[src/rtl/cmd_regbuf_pkg.sv]
package cmd_regbuf_pkg;
  // number of chip-select bits carried in the output word
  localparam int unsigned NUM_CS   = 2;
  // number of identical output copies
  localparam int unsigned NUM_COPY = 2;

  // width needed to count 0..n
  function automatic int unsigned cnt_width(input int unsigned n);
    return (n < 1) ? 1 : $clog2(n + 1);
  endfunction
endpackage

[src/rtl/cmd_regbuf_accept.sv]
module cmd_regbuf_accept
  import cmd_regbuf_pkg::*;
#(
  parameter int unsigned DATA_W = 26,
  localparam int unsigned WORD_W = DATA_W + NUM_CS
) (
  input  logic [DATA_W-1:0] d_i,
  input  logic              cs0_n_i,
  input  logic              cs1_n_i,
  input  logic              gate_en_i,
  input  logic              par_i,
  output logic              load_o,
  output logic [WORD_W-1:0] word_o,
  output logic              par_bad_o
);
  // word is blocked only when gating is on and no chip select is active
  always_comb begin
    load_o    = !(gate_en_i && cs0_n_i && cs1_n_i);
    word_o    = {cs1_n_i, cs0_n_i, d_i};
    par_bad_o = ^{par_i, d_i};
  end
endmodule

[src/rtl/cmd_regbuf_outbank.sv]
module cmd_regbuf_outbank #(
  parameter int unsigned WORD_W = 28,
  parameter int unsigned NCOPY  = 2
) (
  input  logic                          clk,
  input  logic                          rst,
  input  logic                          load_i,
  input  logic [WORD_W-1:0]             word_i,
  output logic [NCOPY-1:0][WORD_W-1:0]  q_o
);
  // one register per output copy, each with its own flops
  for (genvar c = 0; c < NCOPY; c++) begin : g_copy
    always_ff @(posedge clk) begin
      if (rst)         q_o[c] <= '0;
      else if (load_i) q_o[c] <= word_i;
    end

    if (c > 0) begin : g_cmp

      copy_match_chk: assert property (@(posedge clk) disable iff (rst)
        q_o[c] == q_o[0]);
    end
  end


  gated_hold_chk: assert property (@(posedge clk) disable iff (rst)
    !load_i |=> $stable(q_o[0]));


  load_update_chk: assert property (@(posedge clk) disable iff (rst)
    load_i |=> q_o[0] == $past(word_i));
endmodule

[src/rtl/cmd_regbuf_parchk.sv]
module cmd_regbuf_parchk
  import cmd_regbuf_pkg::*;
#(
  parameter int unsigned HOLD_CYC = 2,
  localparam int unsigned CNT_W   = cnt_width(HOLD_CYC)
) (
  input  logic clk,
  input  logic rst,
  input  logic load_i,
  input  logic par_bad_i,
  output logic perr_n_o
);
  logic             bad_q;
  logic [CNT_W-1:0] cnt_q;
  logic [CNT_W-1:0] cnt_nxt;

  always_comb begin
    if (bad_q)              cnt_nxt = CNT_W'(HOLD_CYC);
    else if (cnt_q != '0)   cnt_nxt = cnt_q - CNT_W'(1);
    else                    cnt_nxt = '0;
  end

  always_ff @(posedge clk) begin
    if (rst) begin
      bad_q    <= 1'b0;
      cnt_q    <= '0;
      perr_n_o <= 1'b1;
    end else begin
      bad_q    <= load_i && par_bad_i;
      cnt_q    <= cnt_nxt;
      perr_n_o <= (cnt_nxt == '0);
    end
  end


  fall_cause_chk: assert property (@(posedge clk) disable iff (rst)
    $fell(perr_n_o) |-> $past(bad_q));


  gated_nocheck_chk: assert property (@(posedge clk) disable iff (rst)
    !load_i |=> !bad_q);

  if (HOLD_CYC >= 2) begin : g_width

    low_width_chk: assert property (@(posedge clk) disable iff (rst)
      $fell(perr_n_o) |=> !perr_n_o);
  end
endmodule

[src/rtl/cmd_regbuf.sv]
module cmd_regbuf
  import cmd_regbuf_pkg::*;
#(
  parameter int unsigned DATA_W   = 26,
  parameter int unsigned HOLD_CYC = 2,
  localparam int unsigned WORD_W  = DATA_W + NUM_CS
) (
  input  logic              clk,
  input  logic              rst,
  input  logic [DATA_W-1:0] d_i,
  input  logic              cs0_n_i,
  input  logic              cs1_n_i,
  input  logic              gate_en_i,
  input  logic              par_i,
  output logic [WORD_W-1:0] q_a_o,
  output logic [WORD_W-1:0] q_b_o,
  output logic              perr_n_o
);
  logic                               load;
  logic                               par_bad;
  logic [WORD_W-1:0]                  word;
  logic [NUM_COPY-1:0][WORD_W-1:0]    q_bank;

  cmd_regbuf_accept #(.DATA_W(DATA_W)) accept_i (
    .d_i       (d_i),
    .cs0_n_i   (cs0_n_i),
    .cs1_n_i   (cs1_n_i),
    .gate_en_i (gate_en_i),
    .par_i     (par_i),
    .load_o    (load),
    .word_o    (word),
    .par_bad_o (par_bad)
  );

  cmd_regbuf_outbank #(.WORD_W(WORD_W), .NCOPY(NUM_COPY)) bank_i (
    .clk    (clk),
    .rst    (rst),
    .load_i (load),
    .word_i (word),
    .q_o    (q_bank)
  );

  cmd_regbuf_parchk #(.HOLD_CYC(HOLD_CYC)) parchk_i (
    .clk       (clk),
    .rst       (rst),
    .load_i    (load),
    .par_bad_i (par_bad),
    .perr_n_o  (perr_n_o)
  );

  assign q_a_o = q_bank[0];
  assign q_b_o = q_bank[1];
endmodule

[config.mk]
export PLATFORM = sky130hd
export DESIGN_NAME = cmd_regbuf
export DESIGN_NICKNAME = d
export VERILOG_FILES = /design/src/rtl/cmd_regbuf_pkg.sv /design/src/rtl/cmd_regbuf_accept.sv /design/src/rtl/cmd_regbuf_outbank.sv /design/src/rtl/cmd_regbuf_parchk.sv /design/src/rtl/cmd_regbuf.sv
export SDC_FILE = /design/constraint.sdc
export NUM_CORES = 1
export LEC_CHECK = 0
export ABC_AREA = 0
export BUFFER_PORTS_ARGS = -buffer_cell sky130_fd_sc_hd__buf_2
export CAP_MARGIN = 20
export CORE_MARGIN = 4
export CORE_UTILIZATION = 46
export CTS_CLUSTER_SIZE = 20
export DETAILED_ROUTE_END_ITERATION = 7
export HOLD_SLACK_MARGIN = 0.1
export MAX_ROUTING_LAYER = met4
export PLACE_DENSITY_LB_ADDON = 0.15
export REMOVE_ABC_BUFFERS = 1
export SLEW_MARGIN = 20
export SYNTH_ARGS = -nofsm -noshare
export SYNTH_HDL_FRONTEND = slang
export SYNTH_SLANG_ARGS = --single-unit
[constraint.sdc]
create_clock -name clk -period 1.9 [get_ports clk]
set_input_delay 0.38 -clock clk [delete_from_list [all_inputs] [get_ports clk]]
set_output_delay 0.38 -clock clk [all_outputs]
set_load 0.05 [all_outputs]
==> impl_metrics.yaml <==
worst_setup_path:
  setup.worst_path.start_class: "flop"
  worst-r2r-setup-slack_ns: 1.19
  cp_max_fo: 3
  r2r-end: "parchk_i.cnt_q[0]"
  cp_cell_sequence: "buf_2"
  arrival_ns: 0.98
  reg2reg_depth: 1
  critPathCaptureType: "output pin"
  required_ns: 1.52
  crit_buf_inv: 1
  cp_slowest_stage_delay_ns: 0.37
  critPathSlowestCell: "dfxtp_1"
  critPathTopFamily: "flip-flops"
  rr_startpoint: "parchk_i.bad_q"
  critPathKind: "reg2out"
min_path:
  worstHoldStart: "d_i[0]"
  holdPathStages: 3
  min_path_type: "in2reg"
  holdPathEnd: "bank_i.q_o[28]"
sta:
  finalHoldViolCount: 0
  setup_viol: 0
  skew_ns: 0.00902
  period_share_pct: 71.4
  slew_violations: 0
  whs_ns: 0.301
  fmax_mhz: 738
  setup_ws_ns: 0.544
  max_slew_margin_pct: 34.6
  worstMarginPinSlew_ns: 0.980
  tns_ns: 0
  period_needed_ns: 1.36
  rsz0062_at_grt: "no"
cells_and_area:
  fin_cells: 288
  layout.nets: 276
  diodes: 0
  n_fill_cell: 317
  postLayoutCoreUtil_pct: 59.8
  final_cell_mix: "buf_2 (88), nand2_1 (54), dfxtp_1 (32)"
  regArea_um2: 641
  multi_input_area_um2: 646
  drive_gt1_share_pct: 40.2
  final_cell_area_um2: 1860
  syn2layout_area_growth_pct: 21.5
  final_common_cell: "buf_2"
placed_design:
  dp_hpwl_um: 2560
  dp.cells: 281
  dp_slack_ns: 0.208
  placed_area_um2: 1810
  globalplace.congestion: 0.743
  port-buffer-count: 88
synth:
  synthesis.area_um2: 1530
  synth_seq_area_share_pct: 41.9
  yosysWarnings: 0
  ys_types: 18
  ys_seq_elements: 32
  synthCells: 183
  syn_area_per_cell_um2: 8.35
pwr:
  comb_power_share_pct: 36.8
  switching_power_mw: 0.667
  total_power_mw: 1.75
  p_clk_share_pct: 20.0
  switching_share_pct: 38.2
  peakVddDrop_uv: 424
  power.density_nw_per_um2: 941
  p_int_mw: 1.08
  seq_power_share_pct: 43.2
  power.leakage_nw: 0.968
clock_network:
  clk_path_buf_depth: 2
  cts_setup_buffers: 0
  clk_latency_ns: 0.33
  postCtsHoldBufs: 0
  ctsResizeCount: 0
  cts_max_level: 2
  clkTransAtPathRegs_ns: 0.10
  cts_tree: "built"
  cts-root-buf: "clkbuf_4"
  cts_buffers: 5
  clock-sinks: 32
drt:
  postRouteAntennaNets: 0
  viasPerCell: 4.52
  vias: 1302
  drt-pass1-iter-count: 4
  wl_per_cell_um: 11.4
  drc: 0
  first_iter_violations: 39
  wl_um: 3290
grt:
  grt_pass1_wl_um: 5150
  grt_pass1_vias: 1173
  antenna_found_initial: 0
  grt_max_degree: 28
  grt_usage_pct: 16.0
  grt_overflow_total: 0
die:
  ios: 89
  die_w_um: 65.6
  start_util_pct: 49.2
  die_h_um: 65.6
  core_area_um2: 3100
  row_count: 20
  die_area_um2: 4310
job:
  max_cap_violations: 0
status:
  status: "complete, no violations"
## synthesized netlist by cell type, drive strengths merged
library cell	number	area share (%)
a21oi	26	8.5
and3	1	0.41
buf	30	14
clkbuf	6	1.5
dfxtp	32	42
nand2	54	13
nand3	1	0.33
nor2	4	0.98
nor3	1	0.66
nor3b	2	0.98
nor4b	1	0.57
o21bai	1	0.49
xnor2	19	11
xnor3	2	2.9
xor2	3	1.7
## power by group through the flow
stage	combinational [mW]	clock, mW	sequential, mW
4_1_cts	0.650	0.364	0.756
6_report	0.642	0.350	0.755
2_1_floorplan	0.215	0	1.04
3_3_place_gp	0.643	0	0.770
5_1_grt	0.678	0.388	0.764
3_5_place_dp	0.650	0	0.771
## worst max path at each step
stage	startpoint	cells past startpoint	to
after global placement	d_i[6]	6	parchk_i.bad_q
after floorplan	d_i[6]	5	parchk_i.bad_q
after CTS	bank_i.q_o[36]	1	q_a_o[8]
final	bank_i.q_o[53]	1	q_b_o[25]
after global routing	gate_en_i	4	bank_i.q_o[44]
after detailed placement	d_i[24]	6	parchk_i.bad_q
## per-layer routing
metal	GRT usage (%)	wire [um]	share of wire (%)
met1	17.7	1330	40
met2	27.0	1610	49
met3	4.62	301	9.1
met4	6.22	44	1.3
met5	-	0	0
## layout make-up
| cell class | count | area share, % |
|---|---|---|
| flip-flops and latches | 32 | 34.5 |
| well taps | 44 | 2.97 |
| multi-input cells | 115 | 34.8 |
| clock buffers | 6 | 2.23 |
| clock inverters | 1 | 0.270 |
| repair buffers | 90 | 25.2 |
## kinds of logic (layout without fill, tap and decap cells)
group	count (synthesis)	in the layout	synth area share, %
and+or+nand+nor	64	64	17.2
DFF	32	32	41.9
buffers and inverters	36	97	15.8
xor gates and xnor gates	24	24	16.1
AOI/OAI and AO/OA	27	27	9.01
## registers in the layout (all words and copies together), names as in the netlist
name               flops
bank_i.q_o            28
parchk_i.bad_q         1
parchk_i.cnt_q         2
parchk_i.perr_n_o      1
No activity file was read; power rests on OpenSTA's default activity.
